<file path="src/rtl/usb_line_event_pkg.sv">
// Package: shared state encodings for the line event detector.
// Assumes: no other package uses these names.
package usb_line_event_pkg;

    // Reset detector states
    typedef enum logic [1:0] {
        RST_IDLE  = 2'd0,
        RST_COUNT = 2'd1,
        RST_PEND  = 2'd2
    } rst_state_e;

    // Inactivity detector states
    typedef enum logic [1:0] {
        IDL_ACTIVE = 2'd0,
        IDL_COUNT  = 2'd1,
        IDL_PEND   = 2'd2
    } idle_state_e;

endpackage

</file>
<file path="src/rtl/line_se0_decode.sv">
// Module: line_se0_decode
// Decodes single-ended zero from the line levels and the device drive enable.
// Assumes: inputs are synchronous to the consumer clock and already filtered.
module line_se0_decode (
    input  logic dp_i,
    input  logic dn_i,
    input  logic tx_oe_i,
    output logic se0_o
);

    // SE0 is meaningful only while the device leaves the bus undriven
    always_comb begin
        se0_o = (dp_i == 1'b0) && (dn_i == 1'b0) && (tx_oe_i == 1'b0);
    end

endmodule

</file>
<file path="src/rtl/bus_reset_timer.sv">
// Module: bus_reset_timer
// Times a continuous SE0 in microsecond ticks. It reports a reset level once
// the timeout is passed, and a one-cycle event when the SE0 ends after that.
// Assumes: tick_us_i is a single-cycle strobe; se0_i is synchronous.
module bus_reset_timer
    import usb_line_event_pkg::*;
#(
    parameter int unsigned TIMEOUT_US = 3
) (
    input  logic clk_i,
    input  logic rst_ni,
    input  logic tick_us_i,
    input  logic se0_i,
    output logic in_reset_o,
    output logic reset_evt_o
);

    localparam int unsigned CW = (TIMEOUT_US < 1) ? 1 : $clog2(TIMEOUT_US + 1);
    localparam logic [CW-1:0] LIMIT = CW'(TIMEOUT_US);

    rst_state_e    state_q, state_d;
    logic [CW-1:0] cnt_q;
    logic          evt_q;

    // Next-state selection for the reset machine
    always_comb begin
        state_d = state_q;
        case (state_q)
            RST_IDLE:  if (se0_i) state_d = RST_COUNT;
            RST_COUNT: begin
                if (!se0_i)                          state_d = RST_IDLE;
                else if (tick_us_i && cnt_q == LIMIT) state_d = RST_PEND;
            end
            RST_PEND:  if (!se0_i) state_d = RST_IDLE;
            default:   state_d = RST_IDLE;
        endcase
    end

    // State register and end-of-reset event register
    always_ff @(posedge clk_i) begin
        if (!rst_ni) begin
            state_q <= RST_IDLE;
            evt_q   <= 1'b0;
        end else begin
            state_q <= state_d;
            evt_q   <= (state_q == RST_PEND) && !se0_i;
        end
    end

    // Microsecond counter, live only while counting
    always_ff @(posedge clk_i) begin
        if (!rst_ni) begin
            cnt_q <= '0;
        end else if (state_q != RST_COUNT) begin
            cnt_q <= '0;
        end else if (tick_us_i && cnt_q != LIMIT) begin
            cnt_q <= cnt_q + 1'b1;
        end
    end

    assign in_reset_o  = (state_q == RST_PEND);
    assign reset_evt_o = evt_q;

    // without SE0 the machine cannot be in, or stay in, reset
    a_r1_no_reset_without_se0: assert property (@(posedge clk_i) disable iff (!rst_ni)
        !se0_i |=> !in_reset_o);
    // losing SE0 while counting always returns to idle
    a_r3_abort_to_idle: assert property (@(posedge clk_i) disable iff (!rst_ni)
        (state_q == RST_COUNT && !se0_i) |=> state_q == RST_IDLE);
    // pending holds while SE0 persists
    a_r4_pend_holds: assert property (@(posedge clk_i) disable iff (!rst_ni)
        (in_reset_o && se0_i) |=> in_reset_o);
    // end of the reset level always produces the event
    a_r5_event_on_release: assert property (@(posedge clk_i) disable iff (!rst_ni)
        $fell(in_reset_o) |-> reset_evt_o);
    // the event lasts a single cycle
    a_r5_single_pulse: assert property (@(posedge clk_i) disable iff (!rst_ni)
        reset_evt_o |=> !reset_evt_o);
    // counter frozen without a tick
    a_r9_hold_without_tick: assert property (@(posedge clk_i) disable iff (!rst_ni)
        (state_q == RST_COUNT && se0_i && !tick_us_i) |=> $stable(cnt_q));
    // counter never passes its limit
    a_r2_cnt_bound: assert property (@(posedge clk_i) disable iff (!rst_ni)
        cnt_q <= LIMIT);

endmodule

</file>
<file path="src/rtl/bus_idle_timer.sv">
// Module: bus_idle_timer
// Times a quiet bus in microsecond ticks while watching is enabled. It gives
// a one-cycle event on timeout and then waits for activity or disable.
// Assumes: tick_us_i and activity_i are single-cycle synchronous strobes.
module bus_idle_timer
    import usb_line_event_pkg::*;
#(
    parameter int unsigned TIMEOUT_US = 3000
) (
    input  logic clk_i,
    input  logic rst_ni,
    input  logic tick_us_i,
    input  logic activity_i,
    input  logic watch_en_i,
    output logic idle_evt_o
);

    localparam int unsigned CW = (TIMEOUT_US < 1) ? 1 : $clog2(TIMEOUT_US + 1);
    localparam logic [CW-1:0] LIMIT = CW'(TIMEOUT_US);

    idle_state_e   state_q, state_d;
    logic [CW-1:0] cnt_q;
    logic          evt_q;
    logic          leave;
    logic          expire;

    // Conditions that abandon inactivity timing, and the timeout match
    always_comb begin
        leave  = activity_i || !watch_en_i;
        expire = (state_q == IDL_COUNT) && !leave && tick_us_i && (cnt_q == LIMIT);
    end

    // Next-state selection for the inactivity machine
    always_comb begin
        state_d = state_q;
        case (state_q)
            IDL_ACTIVE: if (!leave) state_d = IDL_COUNT;
            IDL_COUNT: begin
                if (leave)       state_d = IDL_ACTIVE;
                else if (expire) state_d = IDL_PEND;
            end
            IDL_PEND:   if (leave) state_d = IDL_ACTIVE;
            default:    state_d = IDL_ACTIVE;
        endcase
    end

    // State register and timeout event register
    always_ff @(posedge clk_i) begin
        if (!rst_ni) begin
            state_q <= IDL_ACTIVE;
            evt_q   <= 1'b0;
        end else begin
            state_q <= state_d;
            evt_q   <= expire;
        end
    end

    // Microsecond counter, live only while counting
    always_ff @(posedge clk_i) begin
        if (!rst_ni) begin
            cnt_q <= '0;
        end else if (state_q != IDL_COUNT) begin
            cnt_q <= '0;
        end else if (tick_us_i && cnt_q != LIMIT) begin
            cnt_q <= cnt_q + 1'b1;
        end
    end

    assign idle_evt_o = evt_q;

    // activity or disable always returns to active
    a_r7_leave_to_active: assert property (@(posedge clk_i) disable iff (!rst_ni)
        (activity_i || !watch_en_i) |=> state_q == IDL_ACTIVE);
    // no event while watching is disabled
    a_r7_no_evt_disabled: assert property (@(posedge clk_i) disable iff (!rst_ni)
        !watch_en_i |=> !idle_evt_o);
    // the event lasts a single cycle
    a_r6_single_pulse: assert property (@(posedge clk_i) disable iff (!rst_ni)
        idle_evt_o |=> !idle_evt_o);
    // the event coincides with entry to pending
    a_r6_evt_enters_pend: assert property (@(posedge clk_i) disable iff (!rst_ni)
        idle_evt_o |-> (state_q == IDL_PEND && $past(state_q) == IDL_COUNT));
    // counter frozen without a tick
    a_r9_hold_without_tick: assert property (@(posedge clk_i) disable iff (!rst_ni)
        (state_q == IDL_COUNT && !leave && !tick_us_i) |=> $stable(cnt_q));
    // counter never passes its limit
    a_r8_cnt_bound: assert property (@(posedge clk_i) disable iff (!rst_ni)
        cnt_q <= LIMIT);

endmodule

</file>
<file path="src/rtl/usb_line_event_det.sv">
// Module: usb_line_event_det (top)
// Turns USB line conditions into bus reset and bus inactivity events using
// two independent tick-driven timer machines.
// Assumes: line inputs are filtered and synchronous; tick strobe is external.
module usb_line_event_det #(
    parameter int unsigned RESET_US   = 3,
    parameter int unsigned SUSPEND_US = 3000
) (
    input  logic clk_i,
    input  logic rst_ni,
    input  logic tick_us_i,
    input  logic dp_i,
    input  logic dn_i,
    input  logic tx_oe_i,
    input  logic bus_activity_i,
    input  logic idle_watch_en_i,
    output logic link_in_reset_o,
    output logic bus_reset_o,
    output logic bus_idle_o
);

    logic se0;

    // Line condition decode
    line_se0_decode u_se0 (
        .dp_i    (dp_i),
        .dn_i    (dn_i),
        .tx_oe_i (tx_oe_i),
        .se0_o   (se0)
    );

    // Bus reset timing
    bus_reset_timer #(.TIMEOUT_US(RESET_US)) u_rst (
        .clk_i       (clk_i),
        .rst_ni      (rst_ni),
        .tick_us_i   (tick_us_i),
        .se0_i       (se0),
        .in_reset_o  (link_in_reset_o),
        .reset_evt_o (bus_reset_o)
    );

    // Bus inactivity timing
    bus_idle_timer #(.TIMEOUT_US(SUSPEND_US)) u_idle (
        .clk_i      (clk_i),
        .rst_ni     (rst_ni),
        .tick_us_i  (tick_us_i),
        .activity_i (bus_activity_i),
        .watch_en_i (idle_watch_en_i),
        .idle_evt_o (bus_idle_o)
    );

    // nothing reported in the cycle after reset
    a_r10_quiet_after_reset: assert property (@(posedge clk_i)
        !rst_ni |=> (!link_in_reset_o && !bus_reset_o && !bus_idle_o));

endmodule

</file>
<file path="config.mk">
export PLATFORM = sky130hd
export DESIGN_NAME = usb_line_event_det
export DESIGN_NICKNAME = d
export VERILOG_FILES = /design/src/rtl/usb_line_event_pkg.sv /design/src/rtl/line_se0_decode.sv /design/src/rtl/bus_reset_timer.sv /design/src/rtl/bus_idle_timer.sv /design/src/rtl/usb_line_event_det.sv
export SDC_FILE = /design/constraint.sdc
export NUM_CORES = 1
export LEC_CHECK = 0
export ABC_AREA = 1
export BUFFER_PORTS_ARGS = -buffer_cell sky130_fd_sc_hd__buf_2
export CAP_MARGIN = 20
export CORE_AREA = 2 2 51 48
export DETAILED_ROUTE_END_ITERATION = 7
export DIE_AREA = 0 0 53 50
export GPL_TIMING_DRIVEN = 0
export PLACE_DENSITY = 0.8
export SLEW_MARGIN = 5
export SYNTH_ARGS = -nofsm -noshare
export SYNTH_HDL_FRONTEND = slang
export SYNTH_SLANG_ARGS = --single-unit
</file>
<file path="constraint.sdc">
create_clock -name clk_i -period 2.3 [get_ports clk_i]
set_clock_uncertainty 0.2 [all_clocks]
set_input_delay 0.46 -clock clk_i [delete_from_list [all_inputs] [get_ports clk_i]]
set_output_delay 0.46 -clock clk_i [all_outputs]
set_load 0.005 [all_outputs]
</file>
==> results.md, run 1 <==
Status:
- The run finished with clean final reports.

Setup path:
- For this run, the slowest stage of the critical path takes 420 ps.
- Walking the worst path, the cells encountered are inv_1 > ha_1 > nand2_1 > nor2_2 > nand2_1 > nor2_1 > nor2_4 > nand2_1 > a21oi_1.
- The critical path endpoint category is a flip-flop.
- The kind of critical path is flip-flop to flip-flop.
- In this run the worst path has a maximum fanout of 10.
- The cell family with the largest share of critical-path delay is simple AND/OR/NAND/NOR gates.
- The cell with the largest stage delay on the worst path is sky130_fd_sc_hd__dfxtp_1.
- The critical path required time is 2340 ps.
- Data arrives at the worst endpoint at about 1800 ps.
- The element type at the critical path start is a flip-flop.
- The worst path buffer plus inverter count is 1.
- The most used cell along the critical path is sky130_fd_sc_hd__nand2_1.

Floorplan:
- During I/O placement, the number of pins put on the boundary was 11.
- The width of the die is 53 um.
- From bottom edge to top edge, the die measures 50 um.
- After floorplanning, the core was divided into 16 placement rows.
- The die covers 0.002650 mm2.
- The initial cell density of the core is 0.5423.
- The core region area is 0.002102 mm2.

Clock tree:
- The clock reaches the later pin of the worst-skew pair after 310 ps.
- The number of clock buffers added by TritonCTS is 3.
- After clock tree synthesis, the repair step resized 0 gates.
- The maximum number of buffers from clock root to sink is 2.
- Post-CTS timing repair inserted 0 buffers for setup.
- In this run, post-CTS hold repair placed 0 buffers.
- In this run the number of H-tree levels came out at 1.
- TritonCTS built the clock tree.
- The CTS root buffer is sky130_fd_sc_hd__clkbuf_4.
- The tree built by TritonCTS fans out to 20 sinks.
- After clock tree synthesis, the clock-pin slew on the worst setup and hold paths is around 120 ps.

Placed design:
- Routability-driven placement finished with a final weighted congestion of around 0.9.
- The minimum setup slack after placement is 522.5 ps.
- The total instance count after detailed placement is 203.
- Port buffering added 9 buffers.
- The wire-length estimate of the detail-placed layout is 1829 um.

Final layout:
- In the final layout, the multi-input gates occupy 638.1 um2.
- Counting the fill cells in the layout gives 184.
- The final net count is 192.
- The finished layout holds 207 standard cells, fillers aside.
- The final antenna diode count is 0.
- The synthesis-to-finish area growth is 11.53%.
- In the final layout, the share of cells above drive strength 1 is 0.1778.
- The storage element area is 400.4 um2.

Pwr:
- Cell internal power was estimated by the tool at 535.4 uW.
- IR analysis of the VDD net gives a maximum drop of 0.3533 mV.
- Of the total power, combinational logic draws 0.047.
- The sequential group share of total power is 0.523.
- For this design the total switching power over the nets is 133.6 uW.
- The fraction of power spent switching nets is 0.1997.
- The power per cell area is roughly 530 mW/mm2.
- The share of total power dissipated in the clock network is 0.431.
- The analysis attributes to cell leakage a power of 0.4758 nW.

Synthesis:
- After synthesis, the cell types taking the most area are sky130_fd_sc_hd__dfxtp_1 (35%), sky130_fd_sc_hd__nand2_1 (14%), sky130_fd_sc_hd__nor2_1 (6.9%), sky130_fd_sc_hd__inv_1 (6.3%), sky130_fd_sc_hd__a21oi_1 (4.8%).
- After synthesis the netlist holds a flip-flop and latch count of 20.
- The main flop type after synthesis is sky130_fd_sc_hd__dfxtp_1.
- The synthesized area per cell is 6.825 um2.
- The mapped netlist covers around 0.0011 mm2.
- Of the post-synthesis cell area, the dominant cell type holds 0.3513.
- The commonest cells after synthesis are sky130_fd_sc_hd__nand2_1 (42), sky130_fd_sc_hd__nor2_1 (21), sky130_fd_sc_hd__dfxtp_1 (20), sky130_fd_sc_hd__inv_1 (19), sky130_fd_sc_hd__a21oi_1 (11).
- The synthesized net count is roughly 180.
- Of the synthesized area, sequential elements account for 0.3513.
- The proportion of synthesized flip-flops having asynchronous set or reset is 0.
- The largest total area in the synthesized netlist belongs to sky130_fd_sc_hd__dfxtp_1.
- By instance count, the leading cell after synthesis is sky130_fd_sc_hd__nand2_1.
- In the synthesized netlist, the number of instances is around 170.
- The number of unique standard cell types used by synthesis is 26.
- The number of synthesized flops with an enable pin is 0.
- For this run, the number of Yosys warnings is 0.

Detailed routing:
- In the routed design, unresolved DRC markers number 0.
- The vias after detailed routing is 1097.
- The routed length per instance is 11.57 um.
- The detail route stage leaves a number of antenna-violating nets equal to 0.
- The first detailed-routing pass took 4 iterations.
- For this block, the initial DRC count from the detailed router was 26.
- The detailed-route wire length is 2395 um.
- Dividing the detail-routed via count by the number of cells gives 5.300.

Run:
- Across the run, the number of max-cap violations was 0.

STA:
- The maximum clock frequency is 569.0 MHz.
- The final critical-path required period is 1757 ps.
- The accumulated negative setup slack is 0 ps.
- Headroom to the max-slew limit came out at 0.8133.
- The final number of setup-violating endpoints is 0.
- The max-slew violation count was 0.
- The count of endpoints failing hold in the final timing report was 0.
- The slew of the pin with the lowest slew margin is 279.8 ps.
- Setup repair after global routing left no endpoint under its margin.
- The period utilization is 0.7641.
- Across all setup checks in the final design, the least slack found is 542.7 ps.

GRT:
- The global route total overflow is 0.
- Across every metal layer, demand over resource in global routing totals 0.2120.
- The initial antenna violation count is 0.
- The number of global-route vias before repair came to between 1000 and 1500.
- Entering global routing, the biggest net connects 13 pins.
- The first-pass GRT wire length is ~4100 um.

Min path:
- The class of the most critical hold timing path is input pin to flip-flop.
==> placed cells by master, fill, tap and decap left out, drive strengths merged, types with 3 or more instances in the layout <==
| cell type | n |
|---|---|
| nand2 | 46 |
| nand4 | 8 |
| ha | 3 |
| nor2 | 28 |
| nand3 | 11 |
| inv | 21 |
| o21ai | 4 |
| dfxtp | 20 |
| nor3 | 3 |
| a21oi | 11 |
| xor2 | 3 |
| buf | 12 |
| clkbuf | 3 |
==> stage by stage <==
step           hold WS, ps  power [mW]    util  area, um2
6_report             215.2      0.6689  0.6048       1271
3_5_place_dp         224.6      0.3888  0.5798       1219
2_1_floorplan        197.1      0.3772       -       1140
4_1_cts              201.9      0.6810  0.6048       1271
5_1_grt              211.1      0.6981  0.6048       1271
3_3_place_gp         205.7      0.3873  0.5798       1219
==> logic make-up (layout without fill, tap and decap cells) <==
family / count (synthesis) / count (layout) / share of synthesized area
adder cells (fa/ha/maj): 3 / 3 / 0.03293
XOR/XNOR: 3 / 3 / 0.02306
AND/OR/NAND/NOR: 100 / 100 / 0.4237
buffers and inverters: 24 / 37 / 0.08892
AO/OA/AOI/OAI: 17 / 17 / 0.08013
flip-flops: 20 / 20 / 0.3513
==> layout make-up <==
class / count / share of cell area
timing repair buffer: 9 / 0.03543
clock inverter: 1 / 0.02362
multi-input combinational: 123 / 0.5020
buffer: 3 / 0.01772
sequential: 20 / 0.3150
inverter: 21 / 0.06201
clock buffer: 3 / 0.01772
tap: 27 / 0.02657
==> per-layer routing <==
| layer | vias up | track usage | wire length, um |
|---|---|---|---|
| met5 | - | 0 | 0 |
| met4 | 0 | 0.1239 | 89 |
| met3 | 15 | 0.04242 | 126 |
| met2 | 38 | 0.3375 | 1175 |
| met1 | 485 | 0.2594 | 1005 |
| li1 | 559 | - | - |
==> final timing paths <==
kind	startpoint	endpoint	slack [ps]	cells after the start
setup / recovery	u_idle.cnt_q[0]	u_idle.cnt_q[8]	540	9
hold / removal	rst_ni	u_idle.idle_evt_o	220	3
setup reg to reg	u_idle.cnt_q[0]	u_idle.cnt_q[8]	540	9
hold reg to reg	u_rst.state_q[1]	u_rst.state_q[0]	240	1
==> worst register-to-register path: cells and delay by family, from the launching register on <==
kind | cells | cell delay, ps
DFF | 1 | 420
AOI/OAI and AO/OA | 1 | 150
buffers and inverters | 1 | 120
and+or+nand+nor | 6 | 590
adders and majority gates | 1 | 210
==> power by group through the flow <==
stage	sequential (mW)	combinational [mW]	clock (mW)
2_1_floorplan	0.357	0.0202	0
3_5_place_dp	0.357	0.0314	0
4_1_cts	0.350	0.0316	0.300
6_report	0.350	0.0312	0.288
3_3_place_gp	0.357	0.0301	0
5_1_grt	0.350	0.0348	0.313
==> sequential cells by signal (all words and copies together) (netlist names) <==
| register | count |
|---|---|
| u_idle.cnt_q | 12 |
| u_idle.idle_evt_o | 1 |
| u_idle.state_q | 2 |
| u_rst.cnt_q | 2 |
| u_rst.reset_evt_o | 1 |
| u_rst.state_q | 2 |
(Power assumes the default switching activity.)
==> inputs of run 2 (changes only) <==
- ABC_AREA: 1 -> 0
- CORE_AREA: 2 2 51 48 -> 2 2 48 46
- DIE_AREA: 0 0 53 50 -> 0 0 50 48
- PLACE_DENSITY: 0.8 -> 0.79
- clock period: 2.3 -> 1.7 ns (I/O delays scaled with it)
==> results.md, run 2 <==
Synthesis:
- The top-area cell type share of the netlist area is 0.4056 (+0.05431).
- The most used flip-flop cell after synthesis is sky130_fd_sc_hd__dfxtp_1.
- The number of unique standard cell types used by synthesis is 34 (+31%).
- The number of warnings reported in the yosys synthesis log is 0 (unchanged).
- The number of synthesized flops with an enable pin is 0 (unchanged).
- The proportion of synthesized flip-flops having asynchronous set or reset is 0 (unchanged).
- The synthesized net count was 121 (-32%).
- The synthesized area is 987.2 um2 (-13%).
- Yosys attributes the largest share of cell area to sky130_fd_sc_hd__dfxtp_1 (41%), sky130_fd_sc_hd__nand2_1 (4.9%), sky130_fd_sc_hd__a21oi_1 (4.1%), sky130_fd_sc_hd__mux2i_1 (4.1%), sky130_fd_sc_hd__ha_1 (3.8%).
- The most area-hungry cell type in the Yosys netlist is sky130_fd_sc_hd__dfxtp_1.
- The sequential fraction of the synthesis area is 0.4056 (+0.05431).
- The number of storage elements in the synthesis netlist is 20 (unchanged).
- The most common cell in the synthesized netlist is sky130_fd_sc_hd__dfxtp_1.
- The cell count after synthesis came to 110 (-34%).
- After synthesis, the most frequently instantiated cells are sky130_fd_sc_hd__dfxtp_1 (20), sky130_fd_sc_hd__nand2_1 (13), sky130_fd_sc_hd__a21oi_1 (8).
- The synthesized area per cell is 8.975 um2 (+31%).

Final layout:
- The storage element area was 407.9 um2 (+1.9%).
- The number of flip-flops in the largest register is 12 (unchanged).
- The fraction of final layout cells with drive strength greater than 1 came to 0.1967 (+0.01894).
- The number of fill cells in the layout was 160 (-13%).
- In the layout the commonest cells are sky130_fd_sc_hd__dfxtp_1 (18), sky130_fd_sc_hd__nand2_1 (13), sky130_fd_sc_hd__a21oi_1 (8), sky130_fd_sc_hd__buf_2 (8).
- The multi-input logic area is 586.8 um2 (-8.0%).
- The final antenna diode count is 0 (unchanged).
- The final net count came to 134 (-30%).
- The area growth from synthesis to layout is 14.83%.
- The utilization of the core after routing is 0.6101 (+0.005339).
- The non-filler instance count after layout is 147 (-29%).
- u_idle.cnt_q holds more flip-flops than any other register.
- The most frequent standard cell in the layout excluding fill and tap cells is sky130_fd_sc_hd__dfxtp_1.

Setup path:
- STA classifies the critical path startpoint as a flip-flop.
- STA classifies the critical path endpoint as a flip-flop.
- The arrival time at the worst endpoint is 1660 ps (-140 ps).
- The kind of critical path is flip-flop to flip-flop.
- The biggest fanout along the worst timing path is 5 (-5).
- The critical path required time is 1720 ps (-620 ps).

Pwr:
- The internal power of the cells came to 615.8 uW (+15%).
- The part of the power in the clock network is 0.348 (-0.083).
- The net switching power came to 161.1 uW (+21%).
- The worst-case vdd ir drop is 0.5045 mV (+43%).
- The power per cell area was 685.3 mW/mm2 (+30%).
- The fraction of power spent switching nets is 0.2073 (+0.007681).
- The sequential group share of total power is 0.605 (+0.082).
- The combinational share of power is 0.047 (about the same).
- The leakage power of the design is 0.4072 nW (-14%).

Clock tree:
- The CTS H-tree depth was 1 (unchanged).
- The number of buffers inserted for hold repair after clock tree synthesis is 0 (unchanged).
- The clock transition at the registers of the reported paths is 110 ps (about the same).
- The number of sinks driven by the clock tree is 20 (unchanged).
- The clock network latency to the later pin of the worst-skew pair was 300 ps (about the same).
- The CTS root buffer is sky130_fd_sc_hd__clkbuf_4.
- TritonCTS built the clock tree.
- The number of buffers created by CTS is 3 (unchanged).
- The number of buffers inserted to repair setup after CTS is 0 (unchanged).
- The maximum number of buffers from clock root to sink came to 2 (unchanged).

Floorplan:
- The I/O pin count is 11 (unchanged).
- The floorplan row count came to 15 (-1).
- The width of the die was 50 um (-5.7%).
- The die area is 0.002400 mm2 (-9.4%).
- The height of the die is 48 um (-4.0%).
- The initial cell density of the core is 0.5313 (-0.01095).
- The core region area is 0.001858 mm2 (-12%).

Status:
- The run finished with clean final reports.

STA:
- The maximum clock frequency is 611.2 MHz (+7.4%).
- The final critical-path required period is 1636 ps (-121.1 ps).
- The worst-case headroom to the max-slew limit is 0.7307 (-0.08256).
- The period utilization was 0.9625 (+0.1984).
- The max-slew violation count is 0 (unchanged).
- The final number of setup-violating endpoints was 0 (unchanged).
- The slew of the pin with the lowest slew margin was 402.2 ps (+122.4 ps).
- The count of endpoints failing hold in the final timing report is 0 (unchanged).
- Setup repair after global routing could not meet its margin everywhere.

Min path:
- The class of the most critical hold timing path is input pin to flip-flop.

Run:
- The reported max-cap violation count is 0 (unchanged).

GRT:
- The initial antenna violation count is 0 (unchanged).
- The maximum number of pins on one net before global-route repair is 12 (-1).
- The first-pass GRT wire length is 2725 um (-34%).
- The global-route usage over all layers is 0.1544 (-0.05756).
- The met2 track demand over resource in global routing came to 0.2947 (-0.04276).
- The most used routing layer in global routing is met2.
- The global-route met1 utilization was 0.1664 (-0.09305).
- The number of global-route vias before repair is 669 (-33%).
- The global route total overflow came to 0 (unchanged).
- The global routing usage on met3 was 0.05625 (+0.01383).

Placed design:
- The global placer's final weighted congestion came to 0.8308 (-8.0%).
- The total instance count after detailed placement was 143 (-30%).
- The number of I/O port buffers is 8 (-1).
- The total half-perimeter wirelength after legalization and detailed placement is 1390 um (-24%).

Detailed routing:
- The routed length per instance was 12.50 um (+8.1%).
- The vias after detailed routing came to 831 (-24%).
- The first-iteration detailed-routing DRC count is 13 (-50%).
- The detailed-route DRC error count came to 0 (unchanged).
- The detailed-route wire length is 1838 um (-23%).
- The routed via count divided by cell count was 5.653 (+6.7%).
- The number of nets with antenna violations after routing is 0 (unchanged).
- The number of iterations in the first detailed-routing pass is 4 (unchanged).
run 2: changes by cell type after synthesis, sizes merged, moves of 4 or more:
| cell | previous run | this run |
|---|---|---|
| inv | 21 | 3 |
| mux2i | 0 | 4 |
| nand2 | 46 | 13 |
| nand3 | 11 | 5 |
| nor2 | 28 | 3 |
| nor2b | 0 | 4 |
| or3 | 0 | 5 |
run 2: repair_timing:
action,4_1_cts,5_1_grt
gates resized for setup,3,6
setup endpoints to repair,4,5
pin swaps,0,2
run 2: cell families (layout without fill, tap and decap cells):
family                   Yosys count  count (layout)  share of synthesized area
flip-flops                        20              20                     0.4056
buffers and inverters              6              18                    0.03168
AO/OA/AOI/OAI                     19              19                     0.1141
adder cells (fa/ha/maj)            3               3                    0.03803
multiplexers                       4               4                    0.04056
AND/OR/NAND/NOR                   55              55                     0.3435
XOR/XNOR                           3               3                    0.02662
run 2: path summary, 6_finish.rpt:
check | from | endpoint | slack, ps | cells after the start
worst max-delay path | u_idle.cnt_q[0] | u_idle.cnt_q[2] | 60 | 5
worst min-delay path | bus_activity_i | u_idle.state_q[1] | 80 | 4
worst max register to register | u_idle.cnt_q[0] | u_idle.cnt_q[2] | 60 | 5
worst min register to register | u_rst.state_q[1] | u_rst.state_q[0] | 280 | 1
run 2: layout make-up:
type / count / area share
timing repair buffer: 8 / 0.03532
clock buffer: 4 / 0.03201
inverter: 3 / 0.009934
buffer: 3 / 0.01766
tap: 25 / 0.02759
sequential: 20 / 0.3598
multi-input combinational: 84 / 0.5177
run 2: critical path, stage by stage, from the launching register on:
cell,delay [ps]
sky130_fd_sc_hd__dfxtp_4,390
sky130_fd_sc_hd__inv_1,60
sky130_fd_sc_hd__ha_1,200
sky130_fd_sc_hd__and3_2,260
sky130_fd_sc_hd__a31oi_2,240
sky130_fd_sc_hd__mux2i_1,220
run 2: layer usage:
| layer | wire length (um) | share of wire |
|---|---|---|
| met1 | 823 | 0.45 |
| met3 | 65 | 0.035 |
| met2 | 926 | 0.50 |
| met4 | 23 | 0.013 |
| met5 | 0 | 0 |
run 2: per-stage QoR:
step / hold slack [ps] / setup slack, ps / setup TNS, ps / total power, mW / instance area, um2
CTS: 69.88 / 56.46 / 0 / 0.7946 / 1104
detailed placement: 265.1 / -47.27 / -90.70 / 0.5184 / 1059
global route: 67.96 / -20.79 / -26.20 / 0.8145 / 1134
global placement: 243.4 / 7.882 / 0 / 0.5171 / 1059
floorplan: 225.6 / 113.0 / 0 / 0.5071 / 987.2
finish: 76.72 / 63.80 / 0 / 0.7768 / 1134
run 2: power by group through the flow:
stage | clock [mW] | combinational, mW | sequential [mW]
2_1_floorplan | 0 | 0.0240 | 0.483
3_3_place_gp | 0 | 0.0336 | 0.484
3_5_place_dp | 0 | 0.0346 | 0.484
4_1_cts | 0.286 | 0.0351 | 0.473
5_1_grt | 0.304 | 0.0396 | 0.471
6_report | 0.270 | 0.0362 | 0.470
==> inputs of run 3 (changes only) <==
- CORE_AREA: 2 2 48 46 -> 2 2 48 45
- DIE_AREA: 0 0 50 48 -> 0 0 50 47
- PLACE_DENSITY: 0.79 -> 0.8
- clock period: 1.7 -> 2 ns (I/O delays scaled with it)
==> results.md, run 3 (same netlist as run 2, synthesis figures left out) <==
Floorplan:
- The die area is 0.002350 mm2 (-2.1%).
- The width of the die is 50 um (unchanged).
- The initial cell density of the core is 0.5313 (unchanged).
- The I/O pin count is 11 (unchanged).
- The floorplan row count is 15 (unchanged).
- The height of the die is 47 um (-2.1%).
- The core region area came to 0.001858 mm2 (unchanged).

STA:
- The maximum clock frequency came to 553.4 MHz (-9.5%).
- The count of endpoints failing hold in the final timing report is 0 (unchanged).
- Setup repair after global routing left no endpoint under its margin.
- The post-layout worst setup margin was 192.9 ps (+129.1 ps).
- The slew of the pin with the lowest slew margin is 472.8 ps (+70.57 ps).
- The period utilization is 0.9036 (-0.05890).
- The max-slew violation count is 0 (unchanged).
- The final number of setup-violating endpoints is 0 (unchanged).
- The accumulated negative setup slack is 0 ps (unchanged).
- The worst slack on hold paths is 128.3 ps (+51.55 ps).
- The worst-case headroom to the max-slew limit is 0.6840 (-0.04674).
- The final critical-path required period is 1807 ps (+170.9 ps).

Min path:
- The class of the most critical hold timing path is input pin to flip-flop.

Final layout:
- The most frequent standard cell in the layout excluding fill and tap cells is sky130_fd_sc_hd__dfxtp_1.
- The top cell types in the final layout, fill and taps aside, are sky130_fd_sc_hd__dfxtp_1 (20), sky130_fd_sc_hd__nand2_1 (13), sky130_fd_sc_hd__a21oi_1 (8), sky130_fd_sc_hd__buf_2 (8).
- The fraction of final layout cells with drive strength greater than 1 was 0.1557 (-0.04098).
- The utilization of the core after routing came to 0.5980 (-0.01212).
- The final net count is 134 (unchanged).
- The number of fill cells in the layout is 159 (-0.63%).
- The final antenna diode count is 0 (unchanged).
- The number of flip-flops in the largest register was 12 (unchanged).
- The synthesis-to-finish area growth is 12.55%.
- The register with the most flip-flops in the final layout is u_idle.cnt_q.

Detailed routing:
- The routed length per instance came to 12.93 um (+3.4%).
- The routed via count divided by cell count is 5.673 (+0.36%).
- The number of iterations in the first detailed-routing pass is 4 (unchanged).
- The detailed-route wire length is 1901 um (+3.4%).
- The first-iteration detailed-routing DRC count was 20 (+7).
- The vias after detailed routing was 834 (+0.36%).
- The number of nets with antenna violations after routing is 0 (unchanged).
- The detailed-route DRC error count is 0 (unchanged).

GRT:
- The number of global-route vias before repair is 723 (+8.1%).
- The global route total overflow is 0 (unchanged).
- The initial antenna violation count is 0 (unchanged).
- The maximum number of pins on one net before global-route repair is 13 (+1).
- The global-route usage over all layers was 0.1818 (+0.02739).
- The first-pass GRT wire length came to 3125 um (+15%).

Setup path:
- The number of cell instances on the worst register-to-register path was 5 (unchanged).
- The critical path required time is 2050 ps (+330 ps).
- In this run the worst setup path begins at u_idle.cnt_q[0].
- The internal reg-to-reg setup slack is 190 ps (+130 ps).
- The biggest fanout along the worst timing path is 5 (unchanged).
- The critical path is of the flip-flop to flip-flop type.
- The element type at the critical path start is a flip-flop.
- Following the worst setup path forward leads to its endpoint at u_idle.cnt_q[0].
- In this run the critical register-to-register path is captured at u_idle.cnt_q[0].
- The arrival time at the worst endpoint is 1850 ps (+190 ps).
- In this run the critical register-to-register path is launched from u_idle.cnt_q[0].
- STA classifies the critical path endpoint as a flip-flop.

Pwr:
- The internal power of the cells was 617.1 uW (+0.22%).
- The part of the power in the clock network was 0.439 (+0.091).
- The worst-case vdd ir drop came to 0.4815 mV (-4.6%).
- The combinational share of power is 0.038 (-0.009).
- The leakage power of the design is 0.4111 nW (+0.97%).
- The sequential group share of total power is 0.523 (-0.082).
- The fraction of power spent switching nets was 0.1979 (-0.009433).
- The net switching power is 152.3 uW (-5.5%).
- The power per cell area was 692.5 mW/mm2 (+1.0%).

Clock tree:
- The number of sinks driven by the clock tree was 20 (unchanged).
- The TritonCTS clock tree is yes.
- The maximum number of buffers from clock root to sink is 2 (unchanged).
- The clock transition at the registers of the reported paths is 110 ps (about the same).
- The number of buffers created by CTS came to 3 (unchanged).
- The CTS H-tree depth is 1 (unchanged).
- The number of gates given a new drive strength after cts came to 0 (-3).
- In this run the clock root is driven by a sky130_fd_sc_hd__clkbuf_4.
- The clock network latency to the later pin of the worst-skew pair is 320 ps (+20 ps).
- The number of buffers inserted to repair setup after CTS is 0 (unchanged).
- The number of buffers inserted for hold repair after clock tree synthesis is 0 (unchanged).

Placed design:
- The minimum setup slack after placement is 249.8 ps (+297.1 ps).
- The number of I/O port buffers is 8 (unchanged).
- The total half-perimeter wirelength after legalization and detailed placement is 1381 um (-0.63%).
- The global placer's final weighted congestion is 0.7445 (-10%).

Run:
- The reported max-cap violation count is 0 (unchanged).

Status:
- The flow ran to the end, and the final reports show no timing, DRC or antenna violations.
[run 3: cell count changes in the layout (fill, tap and decap cells not counted), sizes merged]
| cell | delta |
|---|---|
| bufinv | +1 |
| clkbuf | -1 |
[run 3: final cells by class]
cell class	count	area, um2	area share
inverter	3	11.26	0.01014
multi-input combinational	84	555.5	0.5000
clock inverter	1	30.03	0.02703
tap	25	31.28	0.02815
sequential	20	400.4	0.3604
clock buffer	3	22.52	0.02027
timing repair buffer	8	40.04	0.03604
buffer	3	20.02	0.01802
[run 3: metal layers]
layer	vias up	track usage	part of all wire
met3	5	0.03822	0.041
met1	382	0.2303	0.47
met2	22	0.2974	0.47
li1	425	-	-
met4	0	0.1000	0.022
met5	-	0	0
[run 3: stage by stage]
step	total power, mW	area, um2	instances
after CTS	0.7697	1111	147
final	0.7694	1111	147
after global placement	0.4390	1059	143
after detailed placement	0.4406	1059	143
after floorplan	0.4310	987.2	110
after global routing	0.7871	1111	147
[run 3: power by group through the flow]
| stage | combinational (mW) | sequential [mW] | clock [mW] |
|---|---|---|---|
| after floorplan | 0.0204 | 0.411 | 0 |
| after global placement | 0.0280 | 0.411 | 0 |
| after detailed placement | 0.0294 | 0.411 | 0 |
| after CTS | 0.0293 | 0.402 | 0.338 |
| after global routing | 0.0332 | 0.403 | 0.351 |
| final | 0.0293 | 0.402 | 0.338 |
[run 3: worst min-delay path by stage]
stage                                 from                end  slack (ps)  cells after the start
after floorplan           u_rst.state_q[1]   u_rst.state_q[0]         230                      1
after global placement    u_rst.state_q[1]   u_rst.state_q[0]         240                      1
after detailed placement  u_rst.state_q[1]   u_rst.state_q[0]         260                      1
after CTS                   bus_activity_i  u_idle.state_q[1]         130                      4
after global routing        bus_activity_i  u_idle.state_q[1]         160                      4
final                       bus_activity_i  u_idle.state_q[1]         130                      4
[run 3: worst max-delay path, stage by stage (launching register included)]
cell and delay, ps:
sky130_fd_sc_hd__dfxtp_1 460, sky130_fd_sc_hd__inv_1 90, sky130_fd_sc_hd__ha_1 210, sky130_fd_sc_hd__and3_1 230
sky130_fd_sc_hd__a31oi_1 320, sky130_fd_sc_hd__mux2i_1 230
